**src/rtl/shared_alu_pkg.sv**
```systemverilog
package shared_alu_pkg;

   typedef enum logic [3:0] {
      OP_ADD   = 4'd0,
      OP_SUB   = 4'd1,
      OP_SLT   = 4'd2,
      OP_SLTU  = 4'd3,
      OP_SLTI  = 4'd4,
      OP_SLTIU = 4'd5,
      OP_SHL   = 4'd6,
      OP_SHRL  = 4'd7,
      OP_SHRA  = 4'd8,
      OP_AND   = 4'd9,
      OP_OR    = 4'd10,
      OP_XOR   = 4'd11,
      OP_NOR   = 4'd12
   } alu_op_e;

   typedef enum logic [1:0] {
      LF_AND = 2'd0,
      LF_OR  = 2'd1,
      LF_XOR = 2'd2,
      LF_NOR = 2'd3
   } logic_fn_e;

   typedef enum logic [1:0] {
      SEL_SUM   = 2'd0,
      SEL_CMP   = 2'd1,
      SEL_SHIFT = 2'd2,
      SEL_LOGIC = 2'd3
   } out_sel_e;

   typedef struct packed {
      logic      swap;      // adder x = b, y = a
      logic      inv_y;     // invert adder second input
      logic      cin;       // adder carry-in
      logic      sgn;       // sign-extend into guard bit
      logic      cmp_flip;  // compare bit = ~negative
      logic      shl;       // left shift via reversal
      logic      arith;     // replicate sign on right shift
      logic_fn_e lfn;
      out_sel_e  sel;
      logic      zero;      // unused code: force zero
   } alu_ctl_t;

endpackage

```
**src/rtl/shared_alu_dec.sv**
```systemverilog
module shared_alu_dec
   import shared_alu_pkg::*;
(
   input  logic [3:0] op,
   output alu_ctl_t   ctl
);

   always_comb begin
      ctl          = '0;
      ctl.lfn      = LF_AND;
      ctl.sel      = SEL_SUM;
      case (op)
         OP_ADD:   ctl.sel = SEL_SUM;
         OP_SUB: begin
            ctl.inv_y = 1'b1;
            ctl.cin   = 1'b1;
         end
         OP_SLT: begin
            ctl.inv_y = 1'b1;
            ctl.cin   = 1'b1;
            ctl.sgn   = 1'b1;
            ctl.sel   = SEL_CMP;
         end
         OP_SLTU: begin
            ctl.inv_y = 1'b1;
            ctl.cin   = 1'b1;
            ctl.sel   = SEL_CMP;
         end
         OP_SLTI: begin
            ctl.swap     = 1'b1;
            ctl.inv_y    = 1'b1;
            ctl.sgn      = 1'b1;
            ctl.cmp_flip = 1'b1;
            ctl.sel      = SEL_CMP;
         end
         OP_SLTIU: begin
            ctl.swap     = 1'b1;
            ctl.inv_y    = 1'b1;
            ctl.cmp_flip = 1'b1;
            ctl.sel      = SEL_CMP;
         end
         OP_SHL: begin
            ctl.shl = 1'b1;
            ctl.sel = SEL_SHIFT;
         end
         OP_SHRL:  ctl.sel = SEL_SHIFT;
         OP_SHRA: begin
            ctl.arith = 1'b1;
            ctl.sel   = SEL_SHIFT;
         end
         OP_AND: begin
            ctl.lfn = LF_AND;
            ctl.sel = SEL_LOGIC;
         end
         OP_OR: begin
            ctl.lfn = LF_OR;
            ctl.sel = SEL_LOGIC;
         end
         OP_XOR: begin
            ctl.lfn = LF_XOR;
            ctl.sel = SEL_LOGIC;
         end
         OP_NOR: begin
            ctl.lfn = LF_NOR;
            ctl.sel = SEL_LOGIC;
         end
         default:  ctl.zero = 1'b1;
      endcase
   end

endmodule

```
**src/rtl/shared_alu_adder.sv**
```systemverilog
module shared_alu_adder #(
   parameter int WIDTH = 32
) (
   input  logic [WIDTH-1:0] x,
   input  logic [WIDTH-1:0] y,
   input  logic             inv_y,
   input  logic             cin,
   input  logic             sgn,
   output logic [WIDTH-1:0] sum,
   output logic             neg
);

   localparam int EW = WIDTH + 1;

   logic [EW-1:0] x_e;
   logic [EW-1:0] y_e;
   logic [EW-1:0] y_op;
   logic [EW-1:0] s_e;

   assign x_e  = {sgn & x[WIDTH-1], x};
   assign y_e  = {sgn & y[WIDTH-1], y};
   assign y_op = inv_y ? ~y_e : y_e;
   assign s_e  = x_e + y_op + {{(EW-1){1'b0}}, cin};
   assign sum  = s_e[WIDTH-1:0];
   assign neg  = s_e[EW-1];

endmodule

```
**src/rtl/shared_alu_shifter.sv**
```systemverilog
module shared_alu_shifter #(
   parameter int WIDTH      = 32,
   parameter int STAGED     = 1,
   localparam int AMT_W     = $clog2(WIDTH)
) (
   input  logic [WIDTH-1:0] d,
   input  logic [AMT_W-1:0] amt,
   input  logic             shl,
   input  logic             arith,
   output logic [WIDTH-1:0] q
);

   logic [WIDTH-1:0] d_rev;
   logic [WIDTH-1:0] sh_in;
   logic [WIDTH-1:0] sh_out;
   logic [WIDTH-1:0] out_rev;
   logic             fill;

   for (genvar i = 0; i < WIDTH; i++) begin : g_rev
      assign d_rev[i]   = d[WIDTH-1-i];
      assign out_rev[i] = sh_out[WIDTH-1-i];
   end

   assign sh_in = shl ? d_rev : d;
   assign fill  = arith & ~shl & d[WIDTH-1];

   if (STAGED != 0) begin : g_staged
      logic [WIDTH-1:0] stage [AMT_W+1];
      assign stage[0] = sh_in;
      for (genvar s = 0; s < AMT_W; s++) begin : g_stage
         localparam int DIST = 1 << s;
         assign stage[s+1] = amt[s]
            ? {{DIST{fill}}, stage[s][WIDTH-1:DIST]}
            : stage[s];
      end
      assign sh_out = stage[AMT_W];
   end else begin : g_flat
      logic signed [WIDTH:0] wide;
      logic [WIDTH:0]        shifted;
      assign wide    = $signed({fill, sh_in});
      assign shifted = wide >>> amt;
      assign sh_out  = shifted[WIDTH-1:0];
   end

   assign q = shl ? out_rev : sh_out;

endmodule

```
**src/rtl/shared_alu_logic.sv**
```systemverilog
module shared_alu_logic
   import shared_alu_pkg::*;
#(
   parameter int WIDTH = 32
) (
   input  logic [WIDTH-1:0] a,
   input  logic [WIDTH-1:0] b,
   input  logic_fn_e        fn,
   output logic [WIDTH-1:0] q
);

   always_comb begin
      case (fn)
         LF_AND:  q = a & b;
         LF_OR:   q = a | b;
         LF_XOR:  q = a ^ b;
         default: q = ~(a | b);
      endcase
   end

endmodule

```
**src/rtl/shared_alu.sv**
```systemverilog
module shared_alu
   import shared_alu_pkg::*;
#(
   parameter int WIDTH        = 32,
   parameter int STAGED_SHIFT = 1
) (
   input  logic [3:0]       op,
   input  logic [WIDTH-1:0] a,
   input  logic [WIDTH-1:0] b,
   output logic [WIDTH-1:0] y
);

   localparam int AMT_W = $clog2(WIDTH);

   if (WIDTH < 2 || (WIDTH & (WIDTH - 1)) != 0) begin : g_bad_width
      $error("shared_alu: WIDTH must be a power of two of at least 2");
   end

   alu_ctl_t         ctl;
   logic [WIDTH-1:0] add_x;
   logic [WIDTH-1:0] add_y;
   logic [WIDTH-1:0] sum;
   logic             neg;
   logic             cmp_bit;
   logic [WIDTH-1:0] sh_q;
   logic [WIDTH-1:0] lg_q;

   shared_alu_dec u_dec (
      .op  (op),
      .ctl (ctl)
   );

   assign add_x = ctl.swap ? b : a;
   assign add_y = ctl.swap ? a : b;

   shared_alu_adder #(.WIDTH(WIDTH)) u_add (
      .x     (add_x),
      .y     (add_y),
      .inv_y (ctl.inv_y),
      .cin   (ctl.cin),
      .sgn   (ctl.sgn),
      .sum   (sum),
      .neg   (neg)
   );

   assign cmp_bit = neg ^ ctl.cmp_flip;

   shared_alu_shifter #(.WIDTH(WIDTH), .STAGED(STAGED_SHIFT)) u_sh (
      .d     (a),
      .amt   (b[AMT_W-1:0]),
      .shl   (ctl.shl),
      .arith (ctl.arith),
      .q     (sh_q)
   );

   shared_alu_logic #(.WIDTH(WIDTH)) u_lg (
      .a  (a),
      .b  (b),
      .fn (ctl.lfn),
      .q  (lg_q)
   );

   always_comb begin
      case (ctl.sel)
         SEL_SUM:   y = sum;
         SEL_CMP:   y = {{(WIDTH-1){1'b0}}, cmp_bit};
         SEL_SHIFT: y = sh_q;
         default:   y = lg_q;
      endcase
      if (ctl.zero) y = '0;
   end

endmodule

```
**config.mk**
```make
export PLATFORM = sky130hd
export DESIGN_NAME = shared_alu
export DESIGN_NICKNAME = d
export VERILOG_FILES = /design/src/rtl/shared_alu_pkg.sv /design/src/rtl/shared_alu_dec.sv /design/src/rtl/shared_alu_adder.sv /design/src/rtl/shared_alu_shifter.sv /design/src/rtl/shared_alu_logic.sv /design/src/rtl/shared_alu.sv
export SDC_FILE = /design/constraint.sdc
export NUM_CORES = 1
export LEC_CHECK = 0
export ABC_AREA = 1
export BUFFER_PORTS_ARGS = -buffer_cell sky130_fd_sc_hd__buf_2
export CORE_AREA = 2 2 118 120
export DETAILED_ROUTE_END_ITERATION = 16
export DIE_AREA = 0 0 120 122
export PLACE_DENSITY = 0.81
export SYNTH_ARGS = -nofsm -noshare
export SYNTH_HDL_FRONTEND = slang
export SYNTH_SLANG_ARGS = --single-unit
```
**constraint.sdc**
```tcl
create_clock -name vclk -period 4.35
set_input_delay 0 -clock vclk [all_inputs]
set_output_delay 0 -clock vclk [all_outputs]
set_load 0.01 [all_outputs]
```
==> impl_metrics.ini <==
[power]
ir_drop_v = 0.0000855
p_clk_frac = 0
power_density_nw_per_um2 = 164
comb_power_share = 1.000
pwr-share-seq = 0
net-switching-power_mw = 0.937
static-leakage-power_nw = 4.28
swShare = 0.680
internal-power_mw = 0.440

[placement]
place_ws_ns = 0.716
dpl.hpwl_um = 28000
port_buffers = 100
place.gp.congestion = 1.10

[synthesis]
synth.largest_area_cell = nand3_1
avgSynthCellArea_sq_um = 5.22
synth_area_sq_um = 7820
ys_top_cells_by_area = nand3_1, nand2_1, ha_1
syn_nets = 1663
netlist.area_leader.share = 0.214
ys_types = 40
synth-seq-area-share = 0
syn_inst = 1498
synth.yosys.warnings = 0

[global_routing]
grt_pass1_vias = 10000
gr-usage-all-layers = 0.471
grt_overflow = 0
use_met1 = 0.611
grt_pass1_wl_um = 54700
use_met2 = 0.751
grt-busiest-layer = met2
grt_antenna_before_repair = 0
use_met3 = 0.0805
grt_max_degree = 40

[timing]
hold_violations = 0
max_freq_mhz = 264
final.setup.worst_slack_ns = 0.564
whs_ns = 0.674
slew_violations = 0
post-route-period-util = 0.870
fin_tns_setup_ns = 0
fin_crit_ns = 3.79
tightest_slew_ns = 0.983
slew_headroom = 0.343
rsz0062_at_grt = false
setup_viol = 0

[worst_setup_path]
critPathKind = input port to output port
cp.arrival_ns = 3.79
cp_max_fo = 7
startpoint_type = input port
crit_required_ns = 4.35
end_kind = output port

[floorplan]
die_w_um = 120
die_h_um = 122
die_area_sq_um = 14600
row_count = 43
core_area_sq_um = 13500
ios = 100
start_util = 0.579

[clock_network]
post-cts-setup-buffer-count = 0
postCtsResizedCells = 0
cts_hold_buf = 0

[job]
cap_viol_max_count = 0

[detailed_routing]
drt-total-wl_um = 35900
drt_iter0_drc = 1948
post_drt_wl_per_cell_um = 20.9
firstDrtPassIters = 10
drc = 0
postRouteAntennaNets = 0
vias = 11500
vias_per_cell = 6.70

[layout]
layout_common_cells = nand2_1, nand3_1, inv_1, a21oi_1, buf_2
final_nets = 1708
syn2layout_area_growth_pct = 7.54
seq_cells = 0
n_antenna_cell = 0
final_common_cell = nand2_1
seq_area_sq_um = 0
nFillCells = 1397
drive_above_1_share = 0.106
n_clock_buffer = 0

[worst_hold_path]
hp-class = input port to output port

[outcome]
outcome = complete, no violations
-- through the flow --
stage	util	power, mW	area (sq um)	cells
final	0.623	1.38	8410	1721
after CTS	0.623	1.32	8410	1721
after detailed placement	0.623	1.31	8410	1721
after global routing	0.623	1.49	8410	1721
after global placement	0.623	1.30	8410	1721
after floorplan	-	0.898	7820	1498
-- cell type report --
type	instances	area, sq um	share of cell area
inverters	144	543	0.0646
repair buffers	131	733	0.0872
well taps	180	225	0.0268
multi-input cells	1266	6910	0.821
-- critical path, stage by stage --
cell      delay (ns)
buf_2           0.16
nor2_2          0.21
inv_2           0.08
nand2_1         0.19
inv_1           0.14
a21oi_1         0.17
a21oi_1         0.07
fa_1            0.46
fa_1            0.43
inv_1           0.09
nand3_1         0.07
nand2_1         0.10
inv_1           0.05
nor2_1          0.08
nor2_1          0.09
o21bai_1        0.28
nand2_1         0.09
nand2_1         0.20
nand2_1         0.17
nand3b_1        0.12
nand3_1         0.12
nand2_1         0.09
inv_1           0.04
a21oi_1         0.12
buf_2           0.15
-- power by group through the flow --
stage          combinational (mW)  sequential (mW)  clock, mW
6_report                     1.38                0          0
5_1_grt                      1.49                0          0
4_1_cts                      1.32                0          0
3_5_place_dp                 1.31                0          0
3_3_place_gp                 1.30                0          0
2_1_floorplan               0.898                0          0
-- cells in the mapped netlist, types with 6 or more instances --
master	n
inv_1	133
nand3_2	8
clkbuf_1	40
buf_1	14
nand3b_1	7
clkinv_1	6
a21oi_1	108
ha_1	95
nand2_1	427
xor2_1	6
nor4_1	6
nor3_1	6
nor2_1	56
o2111ai_1	31
o21ai_0	92
buf_2	30
nand3_1	334
o22ai_1	18
o211ai_1	40
-- cell families (layout without fill, tap and decap cells) --
family	after synthesis	in the layout	synth area share
compound gates	305	305	0.230
simple gates	858	858	0.486
fa+ha+maj	97	97	0.157
xor+xnor	6	6	0.00672
buf+inv	232	275	0.120
-- metal layers --
metal	part of all wire	wire length [um]	vias up
li1	-	-	5244
met1	0.37	13300	5082
met2	0.43	15400	1001
met3	0.14	4920	196
met4	0.064	2290	0
met5	0	0	-
-- worst paths after layout --
| check | start | endpoint | slack, ns | cells after the start |
|---|---|---|---|---|
| min | a[15] | y[15] | 0.67 | 7 |
| max | op[1] | y[20] | 0.56 | 25 |
No activity file was read; power rests on OpenSTA's default activity.
